<file path="src/rtl/wfu_pkg.sv">
package wfu_pkg;

  typedef enum logic [2:0] {
    ST_IDLE,
    ST_S2_REQ,
    ST_S2_WAIT,
    ST_MEM_REQ,
    ST_MEM_WAIT,
    ST_RESP
  } wfu_state_e;

  localparam int unsigned FT_W = 4;

  localparam logic [FT_W-1:0] FT_NONE       = 4'd0;
  localparam logic [FT_W-1:0] FT_PERMISSION = 4'd3;
  localparam logic [FT_W-1:0] FT_EXT_WALK   = 4'd7;
  localparam logic [FT_W-1:0] FT_BAD_SECURE = 4'd15;

  typedef struct packed {
    logic two_stage;
    logic force_wb;
    logic walk_prot;
    logic big_end;
    logic sec_below;
    logic sw_to_ns;
    logic nsw_to_ns;
  } wfu_cfg_t;

endpackage

</file>
<file path="src/rtl/wfu_s2_eval.sv">
module wfu_s2_eval
  import wfu_pkg::*;
(
  input  logic            i_force_wb,
  input  logic            i_walk_prot,
  input  logic            i_sec_below,
  input  logic            i_sw_ns,
  input  logic            i_nsw_ns,
  input  logic            i_req_sec,
  input  logic            i_s2_fault,
  input  logic [FT_W-1:0] i_s2_ftype,
  input  logic [3:0]      i_attr,
  output logic            o_fault,
  output logic [FT_W-1:0] o_ftype,
  output logic            o_s2_flag,
  output logic            o_space_sec
);

  logic is_device;
  logic attr_unused;

  assign attr_unused = ^i_attr[1:0];

  // Device classification of the stage-2 attributes
  assign is_device = i_force_wb ? ~i_attr[2] : (i_attr[3:2] == 2'b00);

  always_comb begin
    o_fault   = 1'b0;
    o_ftype   = FT_NONE;
    o_s2_flag = 1'b0;
    if (i_s2_fault) begin
      o_fault   = 1'b1;
      o_ftype   = i_s2_ftype;
      o_s2_flag = 1'b1;
    end else if (i_walk_prot && is_device) begin
      o_fault   = 1'b1;
      o_ftype   = FT_PERMISSION;
      o_s2_flag = 1'b1;
    end else if (!i_sec_below && i_req_sec) begin
      o_fault   = 1'b1;
      o_ftype   = FT_BAD_SECURE;
    end
  end

  // Output space: 1 = secure
  assign o_space_sec = i_sec_below ? (i_req_sec ? ~i_sw_ns : ~i_nsw_ns) : 1'b0;

endmodule

</file>
<file path="src/rtl/wfu_data_fmt.sv">
module wfu_data_fmt #(
  parameter int unsigned DW = 64
) (
  input  logic [DW-1:0] i_raw,
  input  logic          i_is64,
  input  logic          i_lane,
  input  logic          i_big_end,
  output logic [DW-1:0] o_data
);

  localparam int unsigned NB  = DW / 8;
  localparam int unsigned HW  = DW / 2;
  localparam int unsigned NBH = NB / 2;

  logic [DW-1:0] rev_full;
  logic [HW-1:0] word;
  logic [HW-1:0] rev_word;

  assign word = i_lane ? i_raw[DW-1:HW] : i_raw[HW-1:0];

  for (genvar g = 0; g < NB; g++) begin : g_rev_full
    assign rev_full[g*8 +: 8] = i_raw[(NB-1-g)*8 +: 8];
  end

  for (genvar g = 0; g < NBH; g++) begin : g_rev_word
    assign rev_word[g*8 +: 8] = word[(NBH-1-g)*8 +: 8];
  end

  always_comb begin
    if (i_is64) begin
      o_data = i_big_end ? rev_full : i_raw;
    end else begin
      o_data = {{HW{1'b0}}, (i_big_end ? rev_word : word)};
    end
  end

endmodule

</file>
<file path="src/rtl/wfu_seq.sv">
module wfu_seq
  import wfu_pkg::*;
#(
  parameter int unsigned AW  = 40,
  parameter int unsigned DW  = 64,
  parameter int unsigned ETW = 2
) (
  input  logic            clk,
  input  logic            rst_n,
  input  logic            req_valid,
  output logic            req_ready,
  input  logic [AW-1:0]   req_addr,
  input  logic            req_is64,
  input  logic            req_secure,
  input  wfu_cfg_t        req_cfg,
  output wfu_cfg_t        cfg_q,
  output logic            sec_q,
  output logic            s2_req_valid,
  input  logic            s2_req_ready,
  output logic [AW-1:0]   s2_req_addr,
  input  logic            s2_rsp_valid,
  input  logic [AW-1:0]   s2_rsp_pa,
  input  logic            ev_fault,
  input  logic [FT_W-1:0] ev_ftype,
  input  logic            ev_s2_flag,
  input  logic            ev_space_sec,
  output logic            mem_req_valid,
  input  logic            mem_req_ready,
  output logic [AW-1:0]   mem_req_addr,
  output logic            mem_req_secure,
  output logic            mem_req_is64,
  input  logic            mem_rsp_valid,
  input  logic            mem_rsp_err,
  input  logic [ETW-1:0]  mem_rsp_etype,
  input  logic [DW-1:0]   fmt_data,
  output logic            rsp_valid,
  input  logic            rsp_ready,
  output logic [DW-1:0]   rsp_data,
  output logic            rsp_fault,
  output logic [FT_W-1:0] rsp_ftype,
  output logic [ETW-1:0]  rsp_ea_type,
  output logic [AW-1:0]   rsp_ipa,
  output logic            rsp_s2_stage,
  output logic            rsp_on_walk,
  output logic            rsp_walk_ns,
  output logic            busy
);

  wfu_state_e state_q, state_d;

  logic [AW-1:0]   tbl_q;
  logic            is64_q;
  logic [AW-1:0]   maddr_q, maddr_d;
  logic            mspace_q, mspace_d;
  logic [DW-1:0]   res_data_q, res_data_d;
  logic            res_fault_q, res_fault_d;
  logic [FT_W-1:0] res_ftype_q, res_ftype_d;
  logic [ETW-1:0]  res_ea_q, res_ea_d;
  logic            res_s2_q, res_s2_d;

  logic en_req, en_s2, en_mem, en_maddr, en_res;

  assign en_req   = (state_q == ST_IDLE) && req_valid;
  assign en_s2    = (state_q == ST_S2_WAIT) && s2_rsp_valid;
  assign en_mem   = (state_q == ST_MEM_WAIT) && mem_rsp_valid;
  assign en_maddr = en_req || (en_s2 && !ev_fault);
  assign en_res   = (en_s2 && ev_fault) || en_mem;

  // Next state
  always_comb begin
    state_d = state_q;
    unique case (state_q)
      ST_IDLE:     if (req_valid) state_d = req_cfg.two_stage ? ST_S2_REQ : ST_MEM_REQ;
      ST_S2_REQ:   if (s2_req_ready) state_d = ST_S2_WAIT;
      ST_S2_WAIT:  if (s2_rsp_valid) state_d = ev_fault ? ST_RESP : ST_MEM_REQ;
      ST_MEM_REQ:  if (mem_req_ready) state_d = ST_MEM_WAIT;
      ST_MEM_WAIT: if (mem_rsp_valid) state_d = ST_RESP;
      ST_RESP:     if (rsp_ready) state_d = ST_IDLE;
      default:     state_d = ST_IDLE;
    endcase
  end

  // Next values of the datapath registers
  always_comb begin
    maddr_d     = en_req ? req_addr : s2_rsp_pa;
    mspace_d    = en_req ? req_secure : ev_space_sec;
    res_data_d  = (en_mem && !mem_rsp_err) ? fmt_data : '0;
    res_fault_d = en_s2 ? 1'b1 : mem_rsp_err;
    res_ftype_d = en_s2 ? ev_ftype : (mem_rsp_err ? FT_EXT_WALK : FT_NONE);
    res_ea_d    = (!en_s2 && mem_rsp_err) ? mem_rsp_etype : '0;
    res_s2_d    = en_s2 ? ev_s2_flag : 1'b0;
  end

  always_ff @(posedge clk or negedge rst_n) begin
    if (!rst_n) begin
      state_q <= ST_IDLE;
    end else begin
      state_q <= state_d;
    end
  end

  always_ff @(posedge clk or negedge rst_n) begin
    if (!rst_n) begin
      tbl_q  <= '0;
      is64_q <= 1'b0;
      sec_q  <= 1'b0;
      cfg_q  <= '0;
    end else if (en_req) begin
      tbl_q  <= req_addr;
      is64_q <= req_is64;
      sec_q  <= req_secure;
      cfg_q  <= req_cfg;
    end
  end

  always_ff @(posedge clk or negedge rst_n) begin
    if (!rst_n) begin
      maddr_q  <= '0;
      mspace_q <= 1'b0;
    end else if (en_maddr) begin
      maddr_q  <= maddr_d;
      mspace_q <= mspace_d;
    end
  end

  always_ff @(posedge clk or negedge rst_n) begin
    if (!rst_n) begin
      res_data_q  <= '0;
      res_fault_q <= 1'b0;
      res_ftype_q <= FT_NONE;
      res_ea_q    <= '0;
      res_s2_q    <= 1'b0;
    end else if (en_res) begin
      res_data_q  <= res_data_d;
      res_fault_q <= res_fault_d;
      res_ftype_q <= res_ftype_d;
      res_ea_q    <= res_ea_d;
      res_s2_q    <= res_s2_d;
    end
  end

  assign req_ready      = (state_q == ST_IDLE);
  assign busy           = (state_q != ST_IDLE);
  assign s2_req_valid   = (state_q == ST_S2_REQ);
  assign s2_req_addr    = tbl_q;
  assign mem_req_valid  = (state_q == ST_MEM_REQ);
  assign mem_req_addr   = maddr_q;
  assign mem_req_secure = mspace_q;
  assign mem_req_is64   = is64_q;

  assign rsp_valid    = (state_q == ST_RESP);
  assign rsp_data     = res_data_q;
  assign rsp_fault    = res_fault_q;
  assign rsp_ftype    = res_ftype_q;
  assign rsp_ea_type  = res_ea_q;
  assign rsp_ipa      = res_s2_q ? tbl_q : '0;
  assign rsp_s2_stage = res_s2_q;
  assign rsp_on_walk  = res_s2_q;
  assign rsp_walk_ns  = res_s2_q & ~sec_q;

endmodule

</file>
<file path="src/rtl/walk_fetch_unit.sv">
module walk_fetch_unit
  import wfu_pkg::*;
#(
  parameter int unsigned AW  = 40,
  parameter int unsigned DW  = 64,
  parameter int unsigned ETW = 2
) (
  input  logic            clk,
  input  logic            rst_n,
  input  logic            req_valid,
  output logic            req_ready,
  input  logic [AW-1:0]   req_addr,
  input  logic            req_is64,
  input  logic            req_secure,
  input  logic            cfg_two_stage,
  input  logic            cfg_force_wb,
  input  logic            cfg_walk_prot,
  input  logic            cfg_big_end,
  input  logic            cfg_sec_below,
  input  logic            cfg_sw_ns,
  input  logic            cfg_nsw_ns,
  output logic            s2_req_valid,
  input  logic            s2_req_ready,
  output logic [AW-1:0]   s2_req_addr,
  output logic            s2_req_secure,
  input  logic            s2_rsp_valid,
  input  logic [AW-1:0]   s2_rsp_pa,
  input  logic [3:0]      s2_rsp_attr,
  input  logic            s2_rsp_fault,
  input  logic [3:0]      s2_rsp_ftype,
  output logic            mem_req_valid,
  input  logic            mem_req_ready,
  output logic [AW-1:0]   mem_req_addr,
  output logic            mem_req_secure,
  output logic            mem_req_is64,
  input  logic            mem_rsp_valid,
  input  logic [DW-1:0]   mem_rsp_data,
  input  logic            mem_rsp_err,
  input  logic [ETW-1:0]  mem_rsp_etype,
  output logic            rsp_valid,
  input  logic            rsp_ready,
  output logic [DW-1:0]   rsp_data,
  output logic            rsp_fault,
  output logic [3:0]      rsp_ftype,
  output logic [ETW-1:0]  rsp_ea_type,
  output logic [AW-1:0]   rsp_ipa,
  output logic            rsp_s2_stage,
  output logic            rsp_on_walk,
  output logic            rsp_walk_ns,
  output logic            busy
);

  // Reset: asserted asynchronously, released on the clock
  logic [1:0] rst_sync_q;
  logic       rst_s_n;

  always_ff @(posedge clk or negedge rst_n) begin
    if (!rst_n) begin
      rst_sync_q <= 2'b00;
    end else begin
      rst_sync_q <= {rst_sync_q[0], 1'b1};
    end
  end

  assign rst_s_n = rst_sync_q[1];

  wfu_cfg_t        cfg_in, cfg_q;
  logic            sec_q;
  logic            cfg_unused;
  logic            ev_fault, ev_s2_flag, ev_space_sec;
  logic [FT_W-1:0] ev_ftype;
  logic [DW-1:0]   fmt_data;

  assign cfg_in = '{two_stage: cfg_two_stage, force_wb: cfg_force_wb,
                    walk_prot: cfg_walk_prot, big_end: cfg_big_end,
                    sec_below: cfg_sec_below, sw_to_ns: cfg_sw_ns,
                    nsw_to_ns: cfg_nsw_ns};

  assign cfg_unused    = cfg_q.two_stage;
  assign s2_req_secure = sec_q;

  wfu_s2_eval u_eval (
    .i_force_wb  (cfg_q.force_wb),
    .i_walk_prot (cfg_q.walk_prot),
    .i_sec_below (cfg_q.sec_below),
    .i_sw_ns     (cfg_q.sw_to_ns),
    .i_nsw_ns    (cfg_q.nsw_to_ns),
    .i_req_sec   (sec_q),
    .i_s2_fault  (s2_rsp_fault),
    .i_s2_ftype  (s2_rsp_ftype),
    .i_attr      (s2_rsp_attr),
    .o_fault     (ev_fault),
    .o_ftype     (ev_ftype),
    .o_s2_flag   (ev_s2_flag),
    .o_space_sec (ev_space_sec)
  );

  wfu_data_fmt #(.DW(DW)) u_fmt (
    .i_raw     (mem_rsp_data),
    .i_is64    (mem_req_is64),
    .i_lane    (mem_req_addr[2]),
    .i_big_end (cfg_q.big_end),
    .o_data    (fmt_data)
  );

  wfu_seq #(.AW(AW), .DW(DW), .ETW(ETW)) u_seq (
    .clk            (clk),
    .rst_n          (rst_s_n),
    .req_valid      (req_valid),
    .req_ready      (req_ready),
    .req_addr       (req_addr),
    .req_is64       (req_is64),
    .req_secure     (req_secure),
    .req_cfg        (cfg_in),
    .cfg_q          (cfg_q),
    .sec_q          (sec_q),
    .s2_req_valid   (s2_req_valid),
    .s2_req_ready   (s2_req_ready),
    .s2_req_addr    (s2_req_addr),
    .s2_rsp_valid   (s2_rsp_valid),
    .s2_rsp_pa      (s2_rsp_pa),
    .ev_fault       (ev_fault),
    .ev_ftype       (ev_ftype),
    .ev_s2_flag     (ev_s2_flag),
    .ev_space_sec   (ev_space_sec),
    .mem_req_valid  (mem_req_valid),
    .mem_req_ready  (mem_req_ready),
    .mem_req_addr   (mem_req_addr),
    .mem_req_secure (mem_req_secure),
    .mem_req_is64   (mem_req_is64),
    .mem_rsp_valid  (mem_rsp_valid),
    .mem_rsp_err    (mem_rsp_err),
    .mem_rsp_etype  (mem_rsp_etype),
    .fmt_data       (fmt_data),
    .rsp_valid      (rsp_valid),
    .rsp_ready      (rsp_ready),
    .rsp_data       (rsp_data),
    .rsp_fault      (rsp_fault),
    .rsp_ftype      (rsp_ftype),
    .rsp_ea_type    (rsp_ea_type),
    .rsp_ipa        (rsp_ipa),
    .rsp_s2_stage   (rsp_s2_stage),
    .rsp_on_walk    (rsp_on_walk),
    .rsp_walk_ns    (rsp_walk_ns),
    .busy           (busy)
  );

endmodule

</file>
<file path="config.mk">
export PLATFORM = sky130hd
export DESIGN_NAME = walk_fetch_unit
export DESIGN_NICKNAME = d
export VERILOG_FILES = /design/src/rtl/wfu_pkg.sv /design/src/rtl/wfu_s2_eval.sv /design/src/rtl/wfu_data_fmt.sv /design/src/rtl/wfu_seq.sv /design/src/rtl/walk_fetch_unit.sv
export SDC_FILE = /design/constraint.sdc
export NUM_CORES = 1
export LEC_CHECK = 0
export ABC_AREA = 1
export CORE_UTILIZATION = 39
export CTS_CLUSTER_DIAMETER = 40
export DETAILED_ROUTE_END_ITERATION = 10
export PLACE_DENSITY = 0.75
export SLEW_MARGIN = 20
export SYNTH_ARGS = -nofsm -noshare
export SYNTH_HDL_FRONTEND = slang
export SYNTH_SLANG_ARGS = --single-unit
</file>
<file path="constraint.sdc">
create_clock -name clk -period 4.8 [get_ports clk]
set_input_delay 0.96 -clock clk [delete_from_list [all_inputs] [get_ports clk]]
set_output_delay 0.96 -clock clk [all_outputs]
set_load 0.005 [all_outputs]
</file>
==> flow_summary.toml <==
[sta]
drv_slew = 0
worst_slew_pin_slew_ps = 1061
whs_ps = 389.4
rsz0062_at_grt = "false"
maxSlewHeadroom_pct = 29.07
finClkSkew_ps = 8.984
finalWorstSetupSlack_ps = 1709
finalCritPeriodShare_pct = 64.40
finalHoldViolCount = 0
fin_crit_ps = 3091
max_freq_mhz = 323.5
setup_viol = 0
timing.setup.tns_ps = 0

[place]
post-place-cells = 1910
io_buffer_count = 372
pre_cts_slack_ps = 1511
place_congestion = 0.8505
dp_hpwl_um = 22270
placed_area_um2 = 12790

[clocking]
insertion_delay_ps = 430
htree_num_levels = 4
clk_pin_slew_ps = 70
root_buffer = "clkbuf_16"
cts_made_buffers = 17
cts.sinks = 166
ctsResizeCount = 0
post_cts_buffers = 0
hold_buffers = 0
max-clock-path-buffers = 2
tritoncts = "built"

[critical_path]
endpoint_kind = "output port"
cp_max_fo = 29
cp-start-kind = "flop"
crit_arrival_ps = 2130
cp_data_required_time_ps = 3840
worstSetupPathType = "flop to output port"

[hold_path]
hold_class = "flop to flop"

[finish]
antenna_cells = 0
nNetsFinal = 1817
final_cells = 1940
drive_gt1_share_pct = 3.746
areaGrowthSynthToFinish_pct = 48.74
final_area_um2 = 13410

[synth]
synth-edff-count = 0
synth_area_um2 = 9015
synth_warnings = 0
synth-seq-cells = 166
yosysSeqAreaShare_pct = 46.08
synthCells = 1326
yosysTopAreaCell = "dfrtp_1"
synth_flop_cell = "dfrtp_1"
yosysMostFrequentCell = "nand2_1"
synth.area.top_cells = "dfrtp_1 (46%), nand2_1 (28%), nand3_1 (8.0%)"
synthTopCellsByCount = "nand2_1 (662), dfrtp_1 (166), nand3_1 (145)"
synth_fp_nets = 1499
synth-async-reset-ratio_pct = 100.0
syn_area_per_cell_um2 = 6.799
yosysUniqueCellTypes = 23
synth_top_area_share_pct = 46.08

[grt]
first_global_vias = 9061
grt_pass1_wl_um = 49010
grt_start_max_net_pins = 115
antenna_found_initial = 0
grt-ovfl-total = 0
grt_use_total_pct = 26.56

[route]
drt-initial-drc-count = 514
via_count = 9595
vias_per_cell = 4.946
antenna_left = 0
routedWlPerCell_um = 16.28
routed_wl_um = 31580
first_pass_iters = 5
drc = 0

[power]
ir_drop_uv = 275.6
cellLeakagePower_nw = 6.977
power_density_nw_per_um2 = 583.1

[die]
die_w_um = 154.0
pin_count = 375
die_area_um2 = 23730
die_h_um = 154.0
num_rows = 55
start_util_pct = 39.82
core_um2 = 22640

[outcome]
outcome = "complete, no violations"

[run]
drv_cap = 0
metal layers:
metal / GRT usage (%) / part of all wire, % / vias up / wire [um]
met5: 0 / 0 / - / 0
met4: 9.476 / 2.8 / 0 / 894
met3: 7.525 / 8.2 / 46 / 2604
met2: 44.61 / 48 / 377 / 15120
met1: 32.51 / 41 / 4444 / 12970
li1: - / - / 4728 / -
final timing paths:
kind / start / to / slack (ps) / cells past startpoint
min in group asynchronous: rst_sync_q[1]$_DFF_PN0_ / u_seq.rsp_data[41]$_DFFE_PN0P_ / 480 / 0
max: u_seq.rsp_on_walk$_DFFE_PN0P_ / rsp_ipa[16] / 1710 / 4
min: rst_sync_q[0]$_DFF_PN0_ / rst_sync_q[1]$_DFF_PN0_ / 390 / 0
max in group asynchronous: rst_sync_q[1]$_DFF_PN0_ / u_seq.s2_req_addr[36]$_DFFE_PN0P_ / 2970 / 1
min reg2reg: rst_sync_q[0]$_DFF_PN0_ / rst_sync_q[1]$_DFF_PN0_ / 390 / 0
max reg2reg: u_seq.state_q[2]$_DFFE_PN0P_ / u_seq.mem_req_addr[28]$_DFFE_PN0P_ / 2400 / 7
worst max-delay path: stages, from the launching register on:
cell and delay [ps]:
dfrtp_2 740, buf_4 310, nand2_1 70, inv_1 50
clkdlybuf4s50_1 510
cells by family after synthesis:
| group | count (synthesis) | share of synthesized area (%) |
|---|---|---|
| AOI/OAI and AO/OA | 133 | 7.537 |
| other | 1 | 0.04160 |
| buffers and inverters | 194 | 9.105 |
| DFF | 166 | 46.08 |
| and+or+nand+nor | 832 | 37.24 |
final cells by class:
class / count / area (um^2)
multi-input combinational: 966 / 4048
inverter: 108 / 405.4
sequential: 166 / 4161
clock inverter: 11 / 173.9
clock buffer: 19 / 442.9
tap: 285 / 356.6
fill: 2053 / 9231
timing repair buffer: 385 / 3821
layout by cell type (no fill, tap or decap):
cell             netlist  final
nand2_1              662    661
clkdlybuf4s50_1        0    372
dfrtp_1              166    162
nand3_1              145    145
inv_1                104    104
o21ai_0               99     99
a21oi_1               32     32
clkbuf_16              0     17
nor2_1                14     14
buf_4                 12     13
nor2_4                 3      4
inv_2                  3      4
bufinv_16              0      4
inv_6                  0      3
clkinvlp_4             0      3
dfrtp_2                0      3
nand2_2                1      2
nor2_2                 3      2
or2_2                  2      2
nor3_1                 1      1
o21ai_4                1      1
nand3_4                1      1
o211ai_1               1      1
clkbuf_8               0      1
clkinv_2               0      1
clkbuf_1              37      1
conb_1                 1      1
dfrtp_4                0      1
sequential cells by signal, indices dropped and copies added (netlist names):
signal,flops
u_seq.rsp_fault,1
u_seq.mem_req_is64,1
u_seq.rsp_data,64
u_seq.s2_req_addr,40
u_seq.mem_req_addr,40
u_seq.state_q,3
u_seq.rsp_on_walk,1
u_seq.mem_req_secure,1
rst_sync_q,2
u_seq.rsp_ftype,4
u_seq.sec_q,1
u_seq.cfg_q,6
u_seq.rsp_ea_type,2
per-stage QoR:
stage | total power (W) | util, %
2_1_floorplan | 0.004320 | -
4_1_cts | 0.007870 | 59.22
3_3_place_gp | 0.006262 | 56.50
6_report | 0.007819 | 59.23
5_1_grt | 0.008416 | 59.23
3_5_place_dp | 0.006352 | 56.50
power by group:
group,switching (W),internal (W)
Sequential,0.000474,0.00198
Combinational,0.00197,0.00191
Clock,0.000597,0.000884
Power figures use the tool's default switching activity.
